===== src/rtl/err_pkg.sv =====
package err_pkg;

    localparam int N_CH_DEF    = 16;
    localparam int SYNC_STAGES = 2;

    // Snapshot held for serial readout
    typedef struct packed {
        logic                tef;
        logic [N_CH_DEF-1:0] lod;
    } status_t;

    // Pull-down demand for the shared error line
    function automatic logic err_demand(input logic tef, input logic blank,
                                        input logic any_lod);
        return tef | (any_lod & ~blank);
    endfunction

endpackage


===== src/rtl/err_sync.sv =====
module err_sync #(
    parameter int WIDTH  = 16,
    parameter int STAGES = 2
) (
    input  logic             clk,
    input  logic             rst,
    input  logic [WIDTH-1:0] d_in,
    output logic [WIDTH-1:0] d_out
);
    logic [WIDTH-1:0] chain [STAGES];

    genvar s;
    generate
        for (s = 0; s < STAGES; s++) begin : g_stage
            if (s == 0) begin : g_first
                always_ff @(posedge clk) begin
                    if (rst) chain[0] <= '0;
                    else     chain[0] <= d_in;
                end
            end else begin : g_next
                always_ff @(posedge clk) begin
                    if (rst) chain[s] <= '0;
                    else     chain[s] <= chain[s-1];
                end
            end
        end
    endgenerate

    assign d_out = chain[STAGES-1];
endmodule


===== src/rtl/err_combine.sv =====
module err_combine #(
    parameter int WIDTH = 16
) (
    input  logic             clk,
    input  logic             rst,
    input  logic [WIDTH-1:0] lod_q,
    input  logic             tef_in,
    input  logic             blank,
    output logic             err_oe
);
    import err_pkg::*;

    logic demand;

    always_comb begin
        demand = err_demand(tef_in, blank, |lod_q);
    end

    always_ff @(posedge clk) begin
        if (rst) err_oe <= 1'b0;
        else     err_oe <= demand;
    end
endmodule


===== src/rtl/err_capture.sv =====
module err_capture #(
    parameter int WIDTH = 16
) (
    input  logic             clk,
    input  logic             rst,
    input  logic             latch,
    input  logic [WIDTH-1:0] lod_q,
    input  logic             tef_in,
    output logic [WIDTH-1:0] stat_lod,
    output logic             stat_tef
);
    logic latch_d;
    logic trail;

    always_ff @(posedge clk) begin
        if (rst) latch_d <= 1'b0;
        else     latch_d <= latch;
    end

    assign trail = latch_d & ~latch;

    always_ff @(posedge clk) begin
        if (rst) begin
            stat_lod <= '0;
            stat_tef <= 1'b0;
        end else if (trail) begin
            stat_lod <= lod_q;
            stat_tef <= tef_in;
        end
    end
endmodule


===== src/rtl/err_flag_agg.sv =====
module err_flag_agg #(
    parameter int NUM_CH = err_pkg::N_CH_DEF
) (
    input  logic              clk,
    input  logic              rst,
    input  logic [NUM_CH-1:0] lod_raw,
    input  logic [NUM_CH-1:0] chan_on,
    input  logic              tef_in,
    input  logic              blank,
    input  logic              latch,
    output logic              err_oe,
    output logic [NUM_CH-1:0] stat_lod,
    output logic              stat_tef
);
    logic [NUM_CH-1:0] lod_sync;
    logic [NUM_CH-1:0] lod_qual;

    err_sync #(.WIDTH(NUM_CH), .STAGES(err_pkg::SYNC_STAGES)) u_sync (
        .clk   (clk),
        .rst   (rst),
        .d_in  (lod_raw),
        .d_out (lod_sync)
    );

    // A flag only counts while its sink is switched on
    assign lod_qual = lod_sync & chan_on;

    err_combine #(.WIDTH(NUM_CH)) u_comb (
        .clk    (clk),
        .rst    (rst),
        .lod_q  (lod_qual),
        .tef_in (tef_in),
        .blank  (blank),
        .err_oe (err_oe)
    );

    err_capture #(.WIDTH(NUM_CH)) u_cap (
        .clk      (clk),
        .rst      (rst),
        .latch    (latch),
        .lod_q    (lod_qual),
        .tef_in   (tef_in),
        .stat_lod (stat_lod),
        .stat_tef (stat_tef)
    );
endmodule


===== config.mk =====
export PLATFORM = sky130hd
export DESIGN_NAME = err_flag_agg
export DESIGN_NICKNAME = d
export VERILOG_FILES = /design/src/rtl/err_pkg.sv /design/src/rtl/err_sync.sv /design/src/rtl/err_combine.sv /design/src/rtl/err_capture.sv /design/src/rtl/err_flag_agg.sv
export SDC_FILE = /design/constraint.sdc
export NUM_CORES = 1
export LEC_CHECK = 0
export CORE_AREA = 2 2 63 65
export CTS_CLUSTER_SIZE = 24
export DETAILED_ROUTE_END_ITERATION = 8
export DIE_AREA = 0 0 65 67
export HOLD_SLACK_MARGIN = 0.08
export PLACE_DENSITY = 0.76
export SLEW_MARGIN = 20
export SYNTH_ARGS = -nofsm -noshare
export SYNTH_HDL_FRONTEND = slang
export SYNTH_SLANG_ARGS = --single-unit

===== constraint.sdc =====
create_clock -name clk -period 3.2 [get_ports clk]
set_input_delay 0.64 -clock clk [delete_from_list [all_inputs] [get_ports clk]]
set_output_delay 0.64 -clock clk [all_outputs]
set_load 0.02 [all_outputs]

## Word-level counts from Yosys, hierarchy flattened

Memories as Yosys holds them, arrays and structs flattened.
Cells that the tools add are included.

- Flip-flop bits (word level): 19
- Bits in writable memories: 32
- Input bits: 37
- Memories kept: 1

- Mux-type cells: 5
- Bitwise logic cells: 8
- Reductions and logical operators: 1

Memories:

| name | words | width | rd ports | clocked after Yosys merged registers in | wr ports | RTL line | source |
|---|---|---|---|---|---|---|---|
| u_sync.chain | 2 | 16 | 2 | 0 | 2 | err_sync.sv:10 | `logic [WIDTH-1:0] chain [STAGES];` |

Operators with widths:

| operator | count |
|---|---|
| 16-bit two-way mux | 2 |
| 16-bit AND | 1 |
| 16-bit OR reduction | 1 |
| 1-bit two-way mux | 3 |
| 1-bit OR | 3 |
| 1-bit AND | 2 |
| 1-bit inverter | 2 |

## Logic depth before layout (Yosys ltp)

- Word-level depth: 4
- Depth in mapped cells: 5
- Depth with buffers taken out: 4

## Modules after synthesis

A second synthesis with hierarchy kept.

- Cells, all modules: 169
- Area total of the unflattened synthesis: 1,826.8 um^2

Modules (own cells, without submodules):

| module | instances | cells each | area an instance (um^2) | seq. area each (um^2) |
|---|---|---|---|---|
| err_sync | 1 | 67 | 863.3 | 640.6 |
| err_capture | 1 | 77 | 789.5 | 360.3 |
| err_flag_agg | 1 | 16 | 100.1 | 0.0 |
| err_combine | 1 | 9 | 73.8 | 20.0 |

## Worst setup path after synthesis

No wires, ideal clock.

- Path type: input to register
- From: input chan_on[2]
- To: register u_comb.err_oe
- Library setup time: 132 ps
- Data arrival time: 1,223 ps
- Required time: 3,068 ps
- Path slack: 1,845 ps
- Stages: 4
- Buffers on the path: 0
- Cell sequence: a22o_1 > a221oi_2 > a41o_1 > a21oi_1

- Longest elaborated chain between the ends: 4

Ends and longest elaborated chain:

| what | RTL line | source |
|---|---|---|
| start: declaration | err_flag_agg.sv:7 | `input logic [NUM_CH-1:0] chan_on,` |
| 16-bit AND | err_flag_agg.sv:26 | `assign lod_qual = lod_sync & chan_on;` |
| 16-bit OR reduction | err_combine.sv:16 | `demand = err_demand(tef_in, blank, \|lod_q);` |
| 1-bit AND | err_pkg.sv:15 | `return tef \| (any_lod & ~blank);` |
| 1-bit OR | err_pkg.sv:15 |  |
| end signal: assignment | err_combine.sv:21 | `else err_oe <= demand;` |
| end: declaration | err_combine.sv:9 | `output logic err_oe` |

No other way between the ends.
A chain may end at the register's enable or synchronous reset.

## Final worst setup path

- From: register u_cap.stat_lod[0]
- To: output stat_lod[0]

RTL lines:

| what | RTL line | source |
|---|---|---|
| start: declaration | err_capture.sv:9 | `output logic [WIDTH-1:0] stat_lod,` |
| start signal: assignment | err_capture.sv:27 | `stat_lod <= lod_q;` |
| end: declaration | err_flag_agg.sv:12 | `output logic [NUM_CH-1:0] stat_lod,` |

No word-level cell between the ends.

==> summary.md <==
| Metric | Value |
|---|---|
| Outcome | `finished clean` |
| Final setup TNS | `0 ns` |
| P_leak | `0.8246 nW` |
| DRC violations left | `0` |
| PwrDens | `490.0 mW/mm2` |
| Synth Cell Area | `0.001640 mm2` |
| DR pass1 iterations | `5` |
| CP peak stage delay | `0.62 ns` |
| Average vias per placed instance | `4.853` |
| Syn_area_per_cell | `10.38 um2` |
| WP buf/inv | `1` |
| Critical Path, Cell by Cell | `clkdlybuf4s50_1` |
| Worst Path Max Fanout | `2` |
| Register area | `0.001021 mm2` |
| Area fraction of the dominant cell type after synthesis | `62.24%` |
| Total Wirelength | `3.099 mm` |
| Diodes inserted | `0` |
| Initial core utilization | `45.49%` |
| Die width | `65 um` |
| Fin cells | `259` |
| CTS Buf Count | `5` |
| Combinational group share of total power | `8.8%` |
| CTS tree | `built` |
| Sink Count | `51` |
| NetSw | `0.2274 mW` |
| Crit start category | `flip-flop` |
| I/O pin count | `55` |
| PortBufs | `54` |
| DP Worst Slack | `1.182 ns` |
| Sequential power share | `59.6%` |
| Area growth from synthesis to layout | `38.67%` |
| Synthesis-stage register bit count | `51` |
| Num rows | `22` |
| Switch share | `20.40%` |
| Die footprint | `0.004355 mm2` |
| Fill cells | `288` |
| Synth area leaders | `dfxtp_1 62%, nor2b_1 13%, a21oi_1 5.5%` |
| Largest net degree at the start of global routing | `52` |
| Post-route setup slack | `1.298 ns` |
| Global route total overflow | `0` |
| Cell family with most CP delay | `buffers and inverters` |
| Final Cycle Share | `59.43%` |
| Footprint of the multi-input gates | `559.3 um2` |
| Synth area leader | `dfxtp_1` |
| Routability Congestion | `0.7800` |
| Total number of yosys warnings | `0` |
| Antenna Nets Post-Route | `0` |
| Maxcap violations | `0` |
| Vias | `1257` |
| Worst vdd ir | `0.2084 mV` |
| Clock latency on the worst-skew pair | `0.29 ns` |
| Core Area | `0.003606 mm2` |
| Clock power share | `31.6%` |
| First-pass GRT wire length | `5.092 mm` |
| Worst slew margin | `45.36%` |
| Final slew viol count | `0` |
| Worst Path Required | `2.56 ns` |
| Post-CTS setup buffers | `0` |
| Fmax | `525.8 MHz` |
| WL per Instance | `11.97 um` |
| Initial antenna violation count | `0` |
| Root buffer cell | `clkbuf_8` |
| Crit path kind | `reg2out` |
| Slowest cell on crit path | `clkdlybuf4s50_1` |
| Slew @ Worst Pin | `0.8196 ns` |
| Crit end category | `primary output` |
| Resized cells post-CTS | `0` |
| H-tree depth | `2` |
| Total track usage | `15.79%` |
| Final setup vio count | `0` |
| Clk slew on worst S/H paths | `0.08 ns` |
| RSZ-0062 raised after global routing | `false` |
| Die Height | `67 um` |
| Most frequent cells in the layout | `53 x clkdlybuf4s50_1, 51 x dfxtp_1, 34 x nor2b_1, 18 x nand2_1, 18 x a21oi_1` |
| Syn Nets | `195` |
| Crit path time final | `1.902 ns` |
| Post-Place Cells | `252` |
| Int Power | `0.8872 mW` |
| Count of different cell masters after synthesis | `14` |
| Synth Instances | `158` |
| WP data arrival | `1.26 ns` |
| Overall power | `1.115 mW` |
| Number of global-route vias before repair | `1161` |
| Leading cell type in the layout, fill and taps excluded | `clkdlybuf4s50_1` |
| Clock skew | `0.004249 ns` |
| Clk buf depth | `2` |
| DRT iter0 DRCs | `74` |
| Post-DP HPWL | `2.282 mm` |
| Hold Fails Final Rpt | `0` |
| Min-delay worst type | `reg2reg` |
| Layout Nets | `248` |
| CTS Hold Bufs | `0` |
| Sequential area share after synthesis | `62.24%` |
| Share of cells above drive strength 1 | `5.687%` |
## state kept, by name, indices dropped and copies added (netlist names)
name	cells
u_sync.chain	32
u_cap.latch_d	1
u_comb.err_oe	1
u_cap.stat_lod	16
u_cap.stat_tef	1
## cell type report
class	count	share of cell area, %
flip-flops and latches	51	44.88
multi-input cells	97	24.59
repair buffers	55	23.87
clock buffers	6	3.630
well taps	48	2.640
clock inverters	1	0.2200
inverters	1	0.1650
## Yosys cell counts, drive strengths merged
master and instances:
nand2 18, clkbuf 5, nor2b 34, dfxtp 51
a21oi 18, buf 4, a221oi 3, nand2b 1
a22o 5, inv 1, nand3 16, a41o 1
nor2 1
## per-layer routing
layer | vias to the layer above | GRT usage (%) | wire length [um]
li1 | 624 | - | -
met1 | 571 | 16.70 | 1238
met2 | 51 | 26.42 | 1535
met3 | 11 | 5.743 | 222
met4 | 0 | 10.37 | 103
met5 | - | 0 | 0
## power groups by stage
| stage | combinational, mW | sequential (mW) | clock (mW) |
|---|---|---|---|
| 2_1_floorplan | 0.0386 | 0.681 | 0 |
| 3_3_place_gp | 0.0953 | 0.678 | 0 |
| 3_5_place_dp | 0.0975 | 0.680 | 0 |
| 4_1_cts | 0.0982 | 0.665 | 0.362 |
| 5_1_grt | 0.106 | 0.667 | 0.390 |
| 6_report | 0.0979 | 0.664 | 0.352 |
## logic make-up after synthesis
group                  count (synthesis)  synth area share, %
AOI/OAI and AO/OA                     27                11.52
buffers and inverters                 10                3.661
and+or+nand+nor                       70                22.58
DFF                                   51                62.24
## path summary, 6_finish.rpt
check	endpoint	from	slack [ns]	cells after the start
max	stat_lod[0]	u_cap.stat_lod[0]	1.30	1
min	u_sync.chain[1][10]	u_sync.chain[0][10]	0.44	1
min reg2reg	u_sync.chain[1][10]	u_sync.chain[0][10]	0.44	1
max reg2reg	u_comb.err_oe	u_sync.chain[1][9]	2.06	4
## metrics by stage
stage / utilization [%] / hold WS (ns) / instance area (um2)
after floorplan: - / 0.4138 / 1640
after global placement: 60.65 / 0.4207 / 2187
after detailed placement: 60.65 / 0.4282 / 2187
after CTS: 63.08 / 0.4467 / 2275
after global routing: 63.08 / 0.4577 / 2275
final: 63.08 / 0.4409 / 2275
## worst reg2reg max path: stages (launching register included)
cell and delay (ns):
dfxtp_1 0.32, a22o_1 0.23, a221oi_2 0.19, a41o_1 0.20, a21oi_1 0.06
Power figures use the tool's default switching activity.
